File: src/rtl/pq_pkg.sv
package pq_pkg;
   typedef enum logic [1:0] {
      QS_IDLE  = 2'b00,
      QS_FIRST = 2'b01,
      QS_FLUSH = 2'b10,
      QS_NEXT  = 2'b11
   } qstat_t;
endpackage

File: src/rtl/pq_storage.sv
module pq_storage #(
   parameter int DEPTH  = 6,
   parameter int BYTE_W = 8,
   localparam int PW = $clog2(DEPTH),
   localparam int CW = $clog2(DEPTH + 1)
) (
   input  logic              clk,
   input  logic              rst_n,
   input  logic              clear,
   input  logic [1:0]        push_cnt,
   input  logic [BYTE_W-1:0] push_b0,
   input  logic [BYTE_W-1:0] push_b1,
   input  logic              pop,
   output logic [CW-1:0]     count,
   output logic [BYTE_W-1:0] head
);
   logic [BYTE_W-1:0] mem [DEPTH];
   logic [PW-1:0]     wr_ptr, rd_ptr, wr1;
   logic              pop_ok;

   function automatic logic [PW-1:0] step(input logic [PW-1:0] p);
      return (p == PW'(DEPTH - 1)) ? '0 : p + PW'(1);
   endfunction

   assign wr1    = step(wr_ptr);
   assign pop_ok = pop && (count != '0);
   assign head   = mem[rd_ptr];

   for (genvar i = 0; i < DEPTH; i++) begin : g_entry
      always_ff @(posedge clk) begin
         if (!clear && push_cnt != 2'd0 && wr_ptr == PW'(i))
            mem[i] <= push_b0;
         else if (!clear && push_cnt == 2'd2 && wr1 == PW'(i))
            mem[i] <= push_b1;
      end
   end

   always_ff @(posedge clk or negedge rst_n) begin
      if (!rst_n) begin
         wr_ptr <= '0;
         rd_ptr <= '0;
         count  <= '0;
      end else if (clear) begin
         wr_ptr <= '0;
         rd_ptr <= '0;
         count  <= '0;
      end else begin
         if (push_cnt == 2'd1) wr_ptr <= wr1;
         else if (push_cnt == 2'd2) wr_ptr <= step(wr1);
         if (pop_ok) rd_ptr <= step(rd_ptr);
         count <= count + CW'(push_cnt) - CW'(pop_ok);
      end
   end

   assert_no_overflow_R2: assert property (@(posedge clk) disable iff (!rst_n)
      count <= CW'(DEPTH));
   assert_pop_shrinks_R1: assert property (@(posedge clk) disable iff (!rst_n)
      (pop && count != '0 && !clear && push_cnt == 2'd0) |=> count == CW'($past(count) - CW'(1)));
endmodule

File: src/rtl/pq_fetch_ptr.sv
module pq_fetch_ptr #(
   parameter int                OFS_W     = 16,
   parameter logic [OFS_W-1:0]  RESET_OFS = '0
) (
   input  logic             clk,
   input  logic             rst_n,
   input  logic             flush,
   input  logic [OFS_W-1:0] flush_ofs,
   input  logic             accept,
   output logic [OFS_W-1:0] ofs,
   output logic             odd
);
   assign odd = ofs[0];

   always_ff @(posedge clk or negedge rst_n) begin
      if (!rst_n)      ofs <= RESET_OFS;
      else if (flush)  ofs <= flush_ofs;
      else if (accept) ofs <= ofs + (odd ? OFS_W'(1) : OFS_W'(2));
   end

   assert_ofs_step_R3: assert property (@(posedge clk) disable iff (!rst_n)
      (accept && !flush) |=> ofs == $past(ofs) + ($past(odd) ? OFS_W'(1) : OFS_W'(2)));
   assert_flush_load_R5: assert property (@(posedge clk) disable iff (!rst_n)
      flush |=> ofs == $past(flush_ofs));
endmodule

File: src/rtl/pq_status.sv
module pq_status
   import pq_pkg::*;
(
   input  logic   clk,
   input  logic   rst_n,
   input  logic   flush,
   input  logic   pop,
   input  logic   pop_first,
   input  logic   empty,
   output qstat_t qstat,
   output logic   underflow
);
   always_ff @(posedge clk or negedge rst_n) begin
      if (!rst_n) begin
         qstat     <= QS_IDLE;
         underflow <= 1'b0;
      end else begin
         underflow <= !flush && pop && empty;
         if (flush)               qstat <= QS_FLUSH;
         else if (pop && !empty)  qstat <= pop_first ? QS_FIRST : QS_NEXT;
         else                     qstat <= QS_IDLE;
      end
   end

   assert_flush_code_R5: assert property (@(posedge clk) disable iff (!rst_n)
      flush |=> qstat == QS_FLUSH);
   assert_uflow_idle_R6: assert property (@(posedge clk) disable iff (!rst_n)
      underflow |-> qstat == QS_IDLE);
endmodule

File: src/rtl/prefetch_queue.sv
module prefetch_queue
   import pq_pkg::*;
#(
   parameter int               DEPTH     = 6,
   parameter int               BYTE_W    = 8,
   parameter int               OFS_W     = 16,
   parameter logic [OFS_W-1:0] RESET_OFS = '0,
   localparam int CW = $clog2(DEPTH + 1)
) (
   input  logic              clk,
   input  logic              rst_n,
   input  logic              fill_valid,
   input  logic [2*BYTE_W-1:0] fill_data,
   output logic              fetch_req,
   output logic [OFS_W-1:0]  fetch_ofs,
   input  logic              pop,
   input  logic              pop_first,
   output logic              head_valid,
   output logic [BYTE_W-1:0] head_byte,
   input  logic              flush,
   input  logic [OFS_W-1:0]  flush_ofs,
   output logic [1:0]        qstat,
   output logic              underflow
);
   if (DEPTH < 2) begin : g_bad_depth
      $error("prefetch_queue: DEPTH must be at least 2");
   end
   if (OFS_W < 2) begin : g_bad_ofs
      $error("prefetch_queue: OFS_W must be at least 2");
   end

   logic [CW-1:0] count, free;
   logic          odd, accept;
   logic [1:0]    push_cnt;
   qstat_t        qs;

   assign free       = CW'(DEPTH) - count;
   assign fetch_req  = (free >= CW'(2)) || (free >= CW'(1) && odd);
   assign accept     = fill_valid && fetch_req && !flush;
   assign push_cnt   = !accept ? 2'd0 : (odd ? 2'd1 : 2'd2);
   assign head_valid = (count != '0);
   assign qstat      = qs;

   pq_storage #(.DEPTH(DEPTH), .BYTE_W(BYTE_W)) u_store (
      .clk      (clk),
      .rst_n    (rst_n),
      .clear    (flush),
      .push_cnt (push_cnt),
      .push_b0  (odd ? fill_data[2*BYTE_W-1:BYTE_W] : fill_data[BYTE_W-1:0]),
      .push_b1  (fill_data[2*BYTE_W-1:BYTE_W]),
      .pop      (pop),
      .count    (count),
      .head     (head_byte)
   );

   pq_fetch_ptr #(.OFS_W(OFS_W), .RESET_OFS(RESET_OFS)) u_ptr (
      .clk       (clk),
      .rst_n     (rst_n),
      .flush     (flush),
      .flush_ofs (flush_ofs),
      .accept    (accept),
      .ofs       (fetch_ofs),
      .odd       (odd)
   );

   pq_status u_stat (
      .clk       (clk),
      .rst_n     (rst_n),
      .flush     (flush),
      .pop       (pop),
      .pop_first (pop_first),
      .empty     (!head_valid),
      .qstat     (qs),
      .underflow (underflow)
   );

   assert_fill_granted_R2: assert property (@(posedge clk) disable iff (!rst_n)
      fill_valid |-> fetch_req);
   assert_flush_empties_R5: assert property (@(posedge clk) disable iff (!rst_n)
      flush |=> !head_valid);
   assert_uflow_keeps_empty_R6: assert property (@(posedge clk) disable iff (!rst_n)
      (pop && !head_valid && !fill_valid && !flush) |=> !head_valid && underflow);
endmodule

File: config.mk
export PLATFORM = sky130hd
export DESIGN_NAME = prefetch_queue
export DESIGN_NICKNAME = d
export VERILOG_FILES = /design/src/rtl/pq_pkg.sv /design/src/rtl/pq_storage.sv /design/src/rtl/pq_fetch_ptr.sv /design/src/rtl/pq_status.sv /design/src/rtl/prefetch_queue.sv
export SDC_FILE = /design/constraint.sdc
export NUM_CORES = 1
export LEC_CHECK = 0
export ABC_AREA = 1
export BUFFER_PORTS_ARGS = -buffer_cell sky130_fd_sc_hd__buf_4
export CAP_MARGIN = 20
export CORE_MARGIN = 2
export CORE_UTILIZATION = 40
export DETAILED_ROUTE_END_ITERATION = 10
export GPL_ROUTABILITY_DRIVEN = 0
export PLACE_DENSITY = 0.67
export SETUP_SLACK_MARGIN = 0.5
export SLEW_MARGIN = 20
export SYNTH_ARGS = -nofsm -noshare
export SYNTH_HDL_FRONTEND = slang
export SYNTH_SLANG_ARGS = --single-unit
File: constraint.sdc
create_clock -name clk -period 7.5 [get_ports clk]
set_clock_uncertainty 0.05 [all_clocks]
set_input_delay 1.5 -clock clk [delete_from_list [all_inputs] [get_ports clk]]
set_output_delay 1.5 -clock clk [all_outputs]
set_load 0.05 [all_outputs]
==> impl_metrics.sql <==
INSERT INTO impl_metrics (metric_group, metric, value, unit) VALUES
('placed_design', 'port_buffer_count', '66', ''),
('global_routing', 'globalRouteTotalUtil', '21.0', '%'),
('setup_path', 'critical_path_peak_fanout', '20', ''),
('global_routing', 'grt_start_max_net_pins', '29', ''),
('synth', 'synth_warnings', '0', ''),
('route', 'viasPerCell', '5.33', ''),
('floorplan', 'pin_count', '67', ''),
('clock_network', 'clock-root-buffer', 'clkbuf_8', ''),
('clock_network', 'cts-buffers-inserted', '9', ''),
('route', 'drt-total-wl', '11900', 'µm'),
('power', 'switchingPower', '0.711', 'mW'),
('setup_path', 'ff2ff_setup_slack', '4720', 'ps'),
('clock_network', 'postCtsSetupBuffers', '0', ''),
('timing', 'min_period_over_period', '55.6', '%'),
('global_routing', 'antenna_found_initial', '0', ''),
('finish', 'finalNonFillerCells', '750', ''),
('job', 'max_cap_violations', '0', ''),
('timing', 'finalSetupTns', '0', 'ps'),
('floorplan', 'die_width', '110', 'µm'),
('placed_design', 'place.detailed.hpwl', '8660', 'µm'),
('setup_path', 'critical_path.top_delay_family', 'buffers and inverters', ''),
('global_routing', 'gr-total-overflow', '0', ''),
('setup_path', 'cp_cell_sequence', 'inv_1, nand2_1, clkinv_1, a22oi_1, o21ai_0, nand2_1, o21ai_0, buf_4', ''),
('floorplan', 'standard_cell_row_count', '38', ''),
('floorplan', 'initial_util', '41.2', '%'),
('clock_network', 'cts.reportedPaths.clkPinSlew', '80', 'ps'),
('timing', 'report.final.hold_viol_count', '0', ''),
('setup_path', 'timing.reg2reg.worst_path_depth', '6', ''),
('synth', 'synth_simple_gate_area_share', '27.1', '%'),
('synth', 'post_synthesis_share_of_cell_area_spent_on_xor_and_xnor_gates', '1.96', '%'),
('min_path', 'hold_path_sink', 'u_store.rd_ptr[1]', ''),
('setup_path', 'startpoint_of_the_lowest_slack_register_to_register_path', 'u_ptr.ofs[0]', ''),
('timing', 'grt_setup_unrepaired', 'no', ''),
('finish', 'n_antenna_cell', '0', ''),
('route', 'drtAntennaViolNets', '0', ''),
('timing', 'final.min_clock_period', '4170', 'ps'),
('synth', 'synth-async-reset-ratio', '36.8', '%'),
('route', 'detail_route.drc_violations', '0', ''),
('finish', 'fraction_of_layout_cells_with_a_size_suffix_above_1', '17.5', '%'),
('synth', 'synth_nets', '595', ''),
('setup_path', 'crit_slowest_cell', 'dfrtp_1', ''),
('power', 'power_density', '304', 'nW/µm²'),
('setup_path', 'worstPathRequired', '5950', 'ps'),
('setup_path', 'timing.critical_path.to_type', 'output port', ''),
('power', 'power.static_leakage', '2.21', 'nW'),
('synth', 'synth_edf_count', '48', ''),
('floorplan', 'die-height', '110', 'µm'),
('clock_network', 'worst_skew_pair.late_latency', '360', 'ps'),
('floorplan', 'fp.dieArea', '12000', 'µm²'),
('synth', 'cells_taking_the_most_area_after_synthesis', 'edfxtp_1 (32%), dfrtp_1 (16%), nand2_1 (13%)', ''),
('floorplan', 'core_region_area', '10800', 'µm²'),
('synth', 'most_frequently_used_flop_master_after_synthesis', 'edfxtp_1', ''),
('setup_path', 'worstPathArrival', '2620', 'ps'),
('min_path', 'worst_hold_startpoint', 'u_store.rd_ptr[1]', ''),
('clock_network', 'cts.sinks', '76', ''),
('timing', 'fmax', '240', 'MHz'),
('route', 'drt_pre_antenna_iters', '5', ''),
('power', 'share_seq_of_total_power', '36.7', '%'),
('outcome', 'status', 'finished clean', ''),
('power', 'switching_fraction', '44.6', '%'),
('synth', 'syn_area', '4460', 'µm²'),
('setup_path', 'critical_path_class', 'reg -> out', ''),
('power', 'max-vdd-ir-drop', '0.177', 'mV'),
('power', 'internal_power', '0.884', 'mW'),
('finish', 'syn2layout_area_growth', '17.4', '%'),
('synth', 'synth-seq-area-share', '48.0', '%'),
('timing', 'final_max_slew_viols', '0', ''),
('setup_path', 'cp_slowest_stage_delay', '620', 'ps'),
('synth', 'synth.top_cells.by_count', 'nand2_1 (157), o21ai_0 (77), edfxtp_1 (48)', ''),
('power', 'share_clk_of_total_power', '20.1', '%'),
('timing', 'setup-violations-final', '0', '');
==> logic make-up (layout without fill, tap and decap cells) <==
kind of cell	after synthesis	after routing
flip-flops	76	76
adder cells (fa/ha/maj)	11	11
AO/OA/AOI/OAI	110	110
XOR/XNOR	10	10
AND/OR/NAND/NOR	271	271
buffers and inverters	68	132
==> flip-flops by register name, summed over array words and instances, names as in the netlist <==
register and cells:
u_store.rd_ptr 3, u_ptr.ofs 16, u_store.mem 48, u_stat.qstat 2
u_store.wr_ptr 3, u_store.count 3, u_stat.underflow 1
==> worst max-delay path by stage <==
stage / slack [ps] / end / depth (start not counted)
after floorplan: 3840 / head_byte[0] / 5
after global placement: 3380 / u_store.count[2] / 7
after detailed placement: 3270 / u_store.mem[1][6] / 6
after CTS: 3350 / head_byte[1] / 8
after global routing: 3100 / head_byte[1] / 8
final: 3330 / head_byte[2] / 8
==> layer usage <==
metal	GRT usage (%)	vias up	share of wire, %
li1	-	1943	-
met1	25.2	1889	41
met2	37.0	145	51
met3	4.51	19	6.1
met4	7.23	0	2.1
met5	0	-	0
==> tightest hold or removal path: cells and delay by family, from the launching register on <==
kind            cells  cell delay [ps]
flops               1              430
simple gates        1               70
compound gates      1               70
==> metrics by stage <==
step	hold slack (ps)	setup slack, ps	total power [mW]	instance area, µm²
final	546	3330	1.59	5240
after global routing	612	3100	1.70	5240
after CTS	544	3350	1.60	5240
after detailed placement	523	3270	1.28	5040
after global placement	502	3380	1.26	5040
after floorplan	446	3840	1.07	4460
==> power by group through the flow <==
| stage | sequential [mW] | clock, mW | combinational [mW] |
|---|---|---|---|
| 5_1_grt | 0.594 | 0.344 | 0.758 |
| 6_report | 0.586 | 0.321 | 0.688 |
| 3_3_place_gp | 0.592 | 0 | 0.672 |
| 4_1_cts | 0.585 | 0.323 | 0.688 |
| 2_1_floorplan | 0.629 | 0 | 0.444 |
| 3_5_place_dp | 0.594 | 0 | 0.687 |
==> cells in the final DEF, fill, tap and decap left out, drive strengths merged <==
master    instances
dfrtp            28
inv              46
clkinvlp          1
xor2              8
clkinv            9
a21oi             9
o21bai            2
buf              66
edfxtp           48
a31o              1
o211ai            7
nor2             50
nand3            48
bufinv            1
o21ai            83
nand4             2
a22oi             6
o22ai             2
clkbuf            9
nor3              3
nand2           158
xnor2             2
nand3b            2
fa                1
or2               8
ha               10
==> final cells by class <==
class                   instances  area, µm²  share of cell area, %
flip-flops and latches         76       2140                   40.9
clock buffers                   9        124                   2.36
multi-input cells             402       2040                   38.9
clock inverters                 7       76.3                   1.46
inverters                      50        188                   3.58
repair buffers                 66        495                   9.46
well taps                     140        175                   3.34
(Power assumes the default switching activity.)
